<file path="src/rtl/walk_pkg.sv">
package walk_pkg;

  localparam int          OP_W       = 8;
  localparam logic [7:0]  TEST_OP_LO = 8'h9D;
  localparam logic [7:0]  TEST_OP_HI = 8'hDD;

  typedef enum logic {
    MODE_RUN  = 1'b0,
    MODE_WALK = 1'b1
  } mode_e;

  // True for either reserved self-test opcode.
  function automatic logic is_test_op(input logic [OP_W-1:0] op);
    return (op == TEST_OP_LO) || (op == TEST_OP_HI);
  endfunction

endpackage

</file>
<file path="src/rtl/walk_mode_fsm.sv">
module walk_mode_fsm
  import walk_pkg::*;
(
  input  logic            clk,
  input  logic            rst,
  input  logic            op_valid,
  input  logic [OP_W-1:0] op_code,
  output logic            trig_hit,
  output logic            walk_on
);

  mode_e mode_q, mode_d;

  // A trigger counts only in run mode; in walk mode opcodes are dead.
  assign trig_hit = op_valid && is_test_op(op_code) && (mode_q == MODE_RUN);

  always_comb begin
    mode_d = mode_q;
    if (trig_hit) mode_d = MODE_WALK;
  end

  // No path back to MODE_RUN except reset.
  always_ff @(posedge clk) begin
    if (rst) mode_q <= MODE_RUN;
    else     mode_q <= mode_d;
  end

  assign walk_on = (mode_q == MODE_WALK);

endmodule

</file>
<file path="src/rtl/walk_addr_ctr.sv">
module walk_addr_ctr #(
  parameter int ADDR_W = 16
) (
  input  logic              clk,
  input  logic              rst,
  input  logic              load,
  input  logic              step,
  input  logic [ADDR_W-1:0] seed,
  output logic [ADDR_W-1:0] addr_q
);

  localparam logic [ADDR_W-1:0] ONE = ADDR_W'(1);

  // Modulo-2^ADDR_W increment, so the sweep wraps naturally.
  function automatic logic [ADDR_W-1:0] bump(input logic [ADDR_W-1:0] a);
    return a + ONE;
  endfunction

  always_ff @(posedge clk) begin
    if (rst)       addr_q <= '0;
    else if (load) addr_q <= bump(seed);
    else if (step) addr_q <= bump(addr_q);
  end

endmodule

</file>
<file path="src/rtl/bus_select.sv">
module bus_select #(
  parameter int ADDR_W = 16
) (
  input  logic              walk_on,
  input  logic [ADDR_W-1:0] walk_addr,
  input  logic [ADDR_W-1:0] pc_in,
  input  logic              fetch_req,
  output logic [ADDR_W-1:0] bus_addr,
  output logic              bus_rd
);

  always_comb begin
    if (walk_on) begin
      bus_addr = walk_addr;
      bus_rd   = 1'b1;
    end else begin
      bus_addr = pc_in;
      bus_rd   = fetch_req;
    end
  end

endmodule

</file>
<file path="src/rtl/addr_walker_top.sv">
module addr_walker_top
  import walk_pkg::*;
#(
  parameter int ADDR_W = 16
) (
  input  logic              clk,
  input  logic              rst,
  input  logic              op_valid,
  input  logic [OP_W-1:0]   op_code,
  input  logic              irq,
  input  logic [ADDR_W-1:0] pc_in,
  input  logic              fetch_req,
  output logic [ADDR_W-1:0] bus_addr,
  output logic              bus_rd,
  output logic              walk_active
);

  // Named internal events for the checker.
  logic              trig_hit;
  logic              walk_on;
  logic [ADDR_W-1:0] walk_addr;

  walk_mode_fsm u_fsm (
    .clk      (clk),
    .rst      (rst),
    .op_valid (op_valid),
    .op_code  (op_code),
    .trig_hit (trig_hit),
    .walk_on  (walk_on)
  );

  walk_addr_ctr #(.ADDR_W(ADDR_W)) u_ctr (
    .clk    (clk),
    .rst    (rst),
    .load   (trig_hit),
    .step   (walk_on),
    .seed   (pc_in),
    .addr_q (walk_addr)
  );

  bus_select #(.ADDR_W(ADDR_W)) u_sel (
    .walk_on   (walk_on),
    .walk_addr (walk_addr),
    .pc_in     (pc_in),
    .fetch_req (fetch_req),
    .bus_addr  (bus_addr),
    .bus_rd    (bus_rd)
  );

  assign walk_active = walk_on;

endmodule

</file>
<file path="config.mk">
export PLATFORM = sky130hd
export DESIGN_NAME = addr_walker_top
export DESIGN_NICKNAME = d
export VERILOG_FILES = /design/src/rtl/walk_pkg.sv /design/src/rtl/walk_mode_fsm.sv /design/src/rtl/walk_addr_ctr.sv /design/src/rtl/bus_select.sv /design/src/rtl/addr_walker_top.sv
export SDC_FILE = /design/constraint.sdc
export NUM_CORES = 1
export LEC_CHECK = 0
export BUFFER_PORTS_ARGS = -buffer_cell sky130_fd_sc_hd__buf_2
export CORE_UTILIZATION = 30
export CTS_CLUSTER_DIAMETER = 60
export DETAILED_ROUTE_END_ITERATION = 6
export GPL_ROUTABILITY_DRIVEN = 0
export PLACE_DENSITY_LB_ADDON = 0.15
export SKIP_CTS_REPAIR_TIMING = 1
export SYNTH_ARGS = -nofsm -noshare
export SYNTH_HDL_FRONTEND = slang
export SYNTH_SLANG_ARGS = --single-unit
</file>
<file path="constraint.sdc">
create_clock -name clk -period 8.26 [get_ports clk]
set_input_delay 0.826 -clock clk [delete_from_list [all_inputs] [get_ports clk]]
set_output_delay 0.826 -clock clk [all_outputs]
set_load 0.005 [all_outputs]
</file>
Yosys cells after proc, flatten, opt, wreduce, memory -nomap -nowiden

Index checks and enable logic that the tools add are counted.

Flip-flop bits (word level): 17
Bits in latches: 0
Bits in writable memories: 0
Bits in read-only memories: 0
Output and inout bits: 18
Memories: 0

$add $sub $neg: 2
Multiply operators: 0
Div/mod/pow operators: 0
Order comparisons: 0
Eq/ne operators: 2
Shift operators: 0
Muxes and demuxes: 4
Bitwise operators: 1
Reductions and logical operators: 4

Operators by type and width:

| kind                                                            | count |
|---|---|
| 16-bit two-way mux                                              | 3 |
| 16-bit by 1-bit adder with 16-bit output, second input constant | 2 |
| 8-bit equality test, second input constant                      | 2 |
| 1-bit logical AND                                               | 2 |
| 2-bit nonzero test                                              | 1 |
| 1-bit logical OR                                                | 1 |
| 1-bit two-way mux                                               | 1 |
| 1-bit NOT                                                       | 1 |

Logic depth before layout (Yosys ltp)

Word-level depth: 5
Depth in mapped cells: 14

By module

From an unflattened synthesis, not the netlist that was laid out.

Cell total of the unflattened synthesis: 182
Area, all modules: 1552.7 um^2

Modules (own cells, without submodules):

| module        | instances | cells an instance | area an instance (um^2) |
|---|---|---|---|
| walk_addr_ctr | 1         | 156               | 1242.4 |
| bus_select    | 1         | 19                | 251.5 |
| walk_mode_fsm | 1         | 7                 | 58.8 |

Worst setup path before layout

No wires, ideal clock.

Path kind: input -> register
Start: input port op_code[1]
End: register u_ctr.addr_q[12]
Library setup time: 0.070 ns
Data arrival time: 3.839 ns
Data required time: 8.190 ns
Setup slack: 4.350 ns
Stages on the path: 13
Path buffers: 2
Path through: nand4b_1 -> nor3_2 -> buf_2 -> clkbuf_1 -> nand2_1 -> nand2_1 -> ha_1 -> inv_2 -> or3_1 -> mux2_2 -> or4_1 -> a311o_1 -> a21oi_1

Word-level cells in the longest chain between the ends: 5
Elaborated cells on any way between the ends: 7

RTL lines:

| element                                                         | RTL line             | text |
|---|---|---|
| start: declaration                                              | addr_walker_top.sv:9 | `input logic [OP_W-1:0] op_code,` |
| 8-bit equality test                                             | walk_pkg.sv:14       | `return (op == TEST_OP_LO) \|\| (op == TEST_OP_HI);` |
| 1-bit logical OR (*)                                            | walk_pkg.sv:14       |  |
| 1-bit logical AND (*) (2 in series)                             | walk_mode_fsm.sv:15  | `assign trig_hit = op_valid && is_test_op(op_code) && (mode_q == MODE_RUN);` |
| 16-bit two-way mux / 2-bit nonzero test (equally long branches) | --                   |  |
| end signal: assignment                                          | walk_addr_ctr.sv:21  | `else if (load) addr_q <= bump(seed);` |
| end signal: assignment                                          | walk_addr_ctr.sv:22  | `else if (step) addr_q <= bump(addr_q);` |
| end: declaration                                                | walk_addr_ctr.sv:9   | `output logic [ADDR_W-1:0] addr_q` |

Every way passes the cells marked *; elsewhere a longest branch is shown, timed or not.
A chain may end at the register's enable or synchronous reset.

Final worst setup path

Start: register u_fsm.mode_q (netlist: u_fsm.walk_on)
End: register u_ctr.addr_q[12]

Word-level cells in the longest chain between the ends: 3
Elaborated cells on any way between the ends: 4

RTL lines:

| element                                                         | RTL line            | text |
|---|---|---|
| start: declaration                                              | walk_mode_fsm.sv:12 | `mode_e mode_q, mode_d;` |
| start signal: assignment                                        | walk_mode_fsm.sv:25 | `else mode_q <= mode_d;` |
| 1-bit NOT                                                       | walk_mode_fsm.sv:15 |  |
| 1-bit logical AND                                               | walk_mode_fsm.sv:15 |  |
| 16-bit two-way mux / 2-bit nonzero test (equally long branches) | --                  |  |

Several ways; a longest one is shown, not always the timed one.

==> load_flow_metrics.sql <==
INSERT INTO impl_metrics (metric_group, metric, value, unit) VALUES
('sta', 'skew', '4.09', 'ps'),
('detailed_routing', 'vias', '1724', ''),
('critical_path', 'path_max_fanout', '29', ''),
('logic_synthesis', 'synth-seq-cells', '17', ''),
('critical_path', 'cp_num_buf_inv', '3', ''),
('grt', 'grt_first_pass_wirelength', '7710', 'um'),
('sta', 'fin_setup_tns', '0', 'ps'),
('sta', 'timing.hold.ws', '482', 'ps'),
('critical_path', 'timing.critical_path.mode_cell', 'sky130_fd_sc_hd__nand2_1', ''),
('pwr', 'vdd_ir_drop_max', '0.0000370', 'V'),
('sta', 'rsz0062_at_grt', 'false', ''),
('sta', 'slew_violations', '0', ''),
('logic_synthesis', 'syn_avg_cell_area', '7.26', 'sq um'),
('critical_path', 'cp.required', '8460', 'ps'),
('sta', 'timing_worst_slew_pin_value', '881', 'ps'),
('clocking', 'numCtsBuffers', '3', ''),
('floorplan', 'start_util', '31.9', '%'),
('logic_synthesis', 'synth.distinct_cells', '44', ''),
('final_layout', 'total_nets_final', '283', ''),
('logic_synthesis', 'synth-edff-count', '0', ''),
('detailed_routing', 'vias_per_cell', '5.40', ''),
('floorplan', 'coreArea', '0.00485', 'sq mm'),
('grt', 'globalRoute.totalOverflow', '0', ''),
('critical_path', 'worstSetupStartpointType', 'flip-flop', ''),
('detailed_routing', 'antenna_violating_nets_post_route', '0', ''),
('pwr', 'power.total', '177', 'uW'),
('critical_path', 'worst_path_largest_cell_delay', '630', 'ps'),
('floorplan', 'io-pin-count', '47', ''),
('critical_path', 'crit_path_top_delay_cell', 'sky130_fd_sc_hd__dfxtp_1', ''),
('detailed_routing', 'avgRoutedWirePerCell', '14.5', 'um'),
('min_path', 'min_path_type', 'flip-flop to flip-flop', ''),
('logic_synthesis', 'mappedNetlistNets', '243', ''),
('detailed_routing', 'drt_iter0_drc', '117', ''),
('sta', 'worst_slew_margin', '41.0', '%'),
('final_layout', 'flow.area_growth_from_synthesis', '21.1', '%'),
('floorplan', 'number_of_core_rows', '25', ''),
('critical_path', 'crit_path_arrival_time', '4290', 'ps'),
('logic_synthesis', 'summed_instance_area_of_the_synthesized_netlist', '0.00155', 'sq mm'),
('grt', 'grt_start_max_net_pins', '30', ''),
('floorplan', 'fp.dieH', '73.8', 'um'),
('grt', 'initial_antenna_violation_count', '0', ''),
('floorplan', 'horizontal_die_dimension', '73.8', 'um'),
('sta', 'min_period_over_period', '49.6', '%'),
('pwr', 'pwrdens', '94.6', 'mW/mm^2'),
('grt', 'number_of_global_route_vias_before_repair', '1578', ''),
('logic_synthesis', 'yosysWarnings', '0', ''),
('clocking', 'cts.htree.levels', '1', ''),
('logic_synthesis', 'syn-instance-count', '213', ''),
('pwr', 'total_leakage_power', '0.000653', 'uW'),
('sta', 'max_frequency', '244', 'MHz'),
('critical_path', 'cp_cell_sequence', 'buf_4, clkinv_1, nand2_1, nand2_1, nand2_1, ha_1, inv_2, or3_1, mux2_2, or4_1, a311o_1, a21oi_1', ''),
('critical_path', 'endpoint_kind', 'flip-flop', ''),
('logic_synthesis', 'postSynth.asyncResetShare', '0', '%'),
('clocking', 'clock_sinks', '17', ''),
('placed_design', 'port_buffers', '44', ''),
('sta', 'hold_violations', '0', ''),
('outcome', 'status', 'finished, final reports clean', ''),
('placed_design', 'hpwlAfterDp', '3280', 'um'),
('final_layout', 'final_layout_size_suffix_gt1_share', '29.0', '%'),
('floorplan', 'die_footprint', '0.00545', 'sq mm'),
('detailed_routing', 'routed_wirelength', '4640', 'um'),
('clocking', 'root_buffer', 'sky130_fd_sc_hd__clkbuf_8', ''),
('clocking', 'tritoncts_clock_tree', 'yes', ''),
('sta', 'final.min_clock_period', '4090', 'ps'),
('final_layout', 'fillCellCount', '533', ''),
('detailed_routing', 'detail_route.first_pass.iterations', '4', ''),
('clocking', 'clock_tree.buffer_depth', '2', ''),
('grt', 'grt_usage', '18.4', '%'),
('logic_synthesis', 'post_synthesis_sequential_area_ratio', '22.0', '%'),
('logic_synthesis', 'yosys_most_used_dff', 'sky130_fd_sc_hd__dfxtp_1', ''),
('clocking', 'cts.clk_slew.worst_paths', '80', 'ps'),
('job', 'maxCapViolations', '0', ''),
('final_layout', 'antenna_cells_inserted', '0', ''),
('detailed_routing', 'drc', '0', ''),
('critical_path', 'path_class', 'flip-flop to flip-flop', ''),
('critical_path', 'timing.critical_path.max_delay_family', 'simple AND/OR/NAND/NOR gates', ''),
('sta', 'final-setup-viol-count', '0', ''),
('clocking', 'clock_insertion_delay_worst_skew', '260', 'ps');
flip-flops by register name (all words and copies together), names as in the netlist:
name and flops:
u_fsm.walk_on 1, u_ctr.addr_q 16
power breakdown:
group	switching, uW	total, uW	leakage, uW	internal (uW)
logic	13.6	26.4	0.000490	12.8
clock network	34.5	68.2	0.0000255	33.7
registers	0.471	82.6	0.000137	82.2
total	48.6	177	0.000653	129
synthesized netlist by cell type, drive strengths merged, types with 4 or more instances:
cell type,n,area share (%)
a21oi,11,3.6
a31oi,9,3.6
clkbuf,9,2.2
dfxtp,17,22
inv,7,1.7
mux2,16,12
mux2i,7,4.5
nand2,26,6.3
nand3,10,3.2
nand4,9,3.6
nor2,18,4.4
nor3,6,2.3
o21ai,15,4.9
or3,5,2.0
xnor2,4,2.3
logic make-up after synthesis:
group	count (synthesis)	synth area share [%]
muxes	23	16.2
buffers and inverters	20	4.93
xor gates and xnor gates	5	2.83
and+or+nand+nor	91	30.1
DFF	17	22.0
AOI/OAI and AO/OA	56	23.1
adders and majority gates	1	0.809
per-layer routing:
layer	track usage, %	part of all wire, %
met1	25.1	47
met2	29.8	46
met3	3.70	5.5
met4	3.85	0.62
met5	0	0
placed cells by master (no fill, tap or decap), types with 4 or more instances in the layout:
master / count
sky130_fd_sc_hd__mux2_2: 16
sky130_fd_sc_hd__a31oi_1: 9
sky130_fd_sc_hd__mux2i_1: 7
sky130_fd_sc_hd__nand2_1: 26
sky130_fd_sc_hd__nand4_1: 9
sky130_fd_sc_hd__o21ai_0: 14
sky130_fd_sc_hd__dfxtp_1: 17
sky130_fd_sc_hd__inv_1: 6
sky130_fd_sc_hd__a21oi_1: 11
sky130_fd_sc_hd__nor3_1: 5
sky130_fd_sc_hd__buf_2: 44
sky130_fd_sc_hd__nand3_1: 10
sky130_fd_sc_hd__xnor2_1: 4
sky130_fd_sc_hd__or3_1: 5
sky130_fd_sc_hd__nor2_1: 18
tightest hold or removal path: stages (launching register included):
cell,delay (ps)
sky130_fd_sc_hd__dfxtp_1,330
sky130_fd_sc_hd__nand2_1,60
sky130_fd_sc_hd__a21oi_1,50
path summary, 6_finish.rpt:
| kind | start | to | slack [ps] | cells past startpoint |
|---|---|---|---|---|
| setup / recovery | u_fsm.walk_on$_SDFFE_PP0P_ | u_ctr.addr_q[12]$_SDFFE_PP0P_ | 4170 | 12 |
| hold reg to reg | u_ctr.addr_q[1]$_SDFFE_PP0P_ | u_ctr.addr_q[1]$_SDFFE_PP0P_ | 480 | 2 |
| setup reg to reg | u_fsm.walk_on$_SDFFE_PP0P_ | u_ctr.addr_q[12]$_SDFFE_PP0P_ | 4170 | 12 |
| hold / removal | u_ctr.addr_q[1]$_SDFFE_PP0P_ | u_ctr.addr_q[1]$_SDFFE_PP0P_ | 480 | 2 |
through the flow:
stage	cell area [sq um]	util, %	worst slack, ps	std cells
2_1_floorplan	1550	-	4350	213
3_3_place_gp	1830	37.7	4240	315
3_5_place_dp	1830	37.7	4240	315
4_1_cts	1870	38.6	4210	319
5_1_grt	1870	38.6	3910	319
6_report	1870	38.6	4170	319
final cells by class:
type | instances | area, sq um | share of cell area (%)
tap | 67 | 83.8 | 4.48
inverter | 8 | 30.0 | 1.60
clock inverter | 1 | 5.00 | 0.267
multi-input combinational | 176 | 1130 | 60.3
clock buffer | 3 | 41.3 | 2.20
sequential | 17 | 340 | 18.2
timing repair buffer | 47 | 243 | 13.0
No activity file was read; power rests on OpenSTA's default activity.
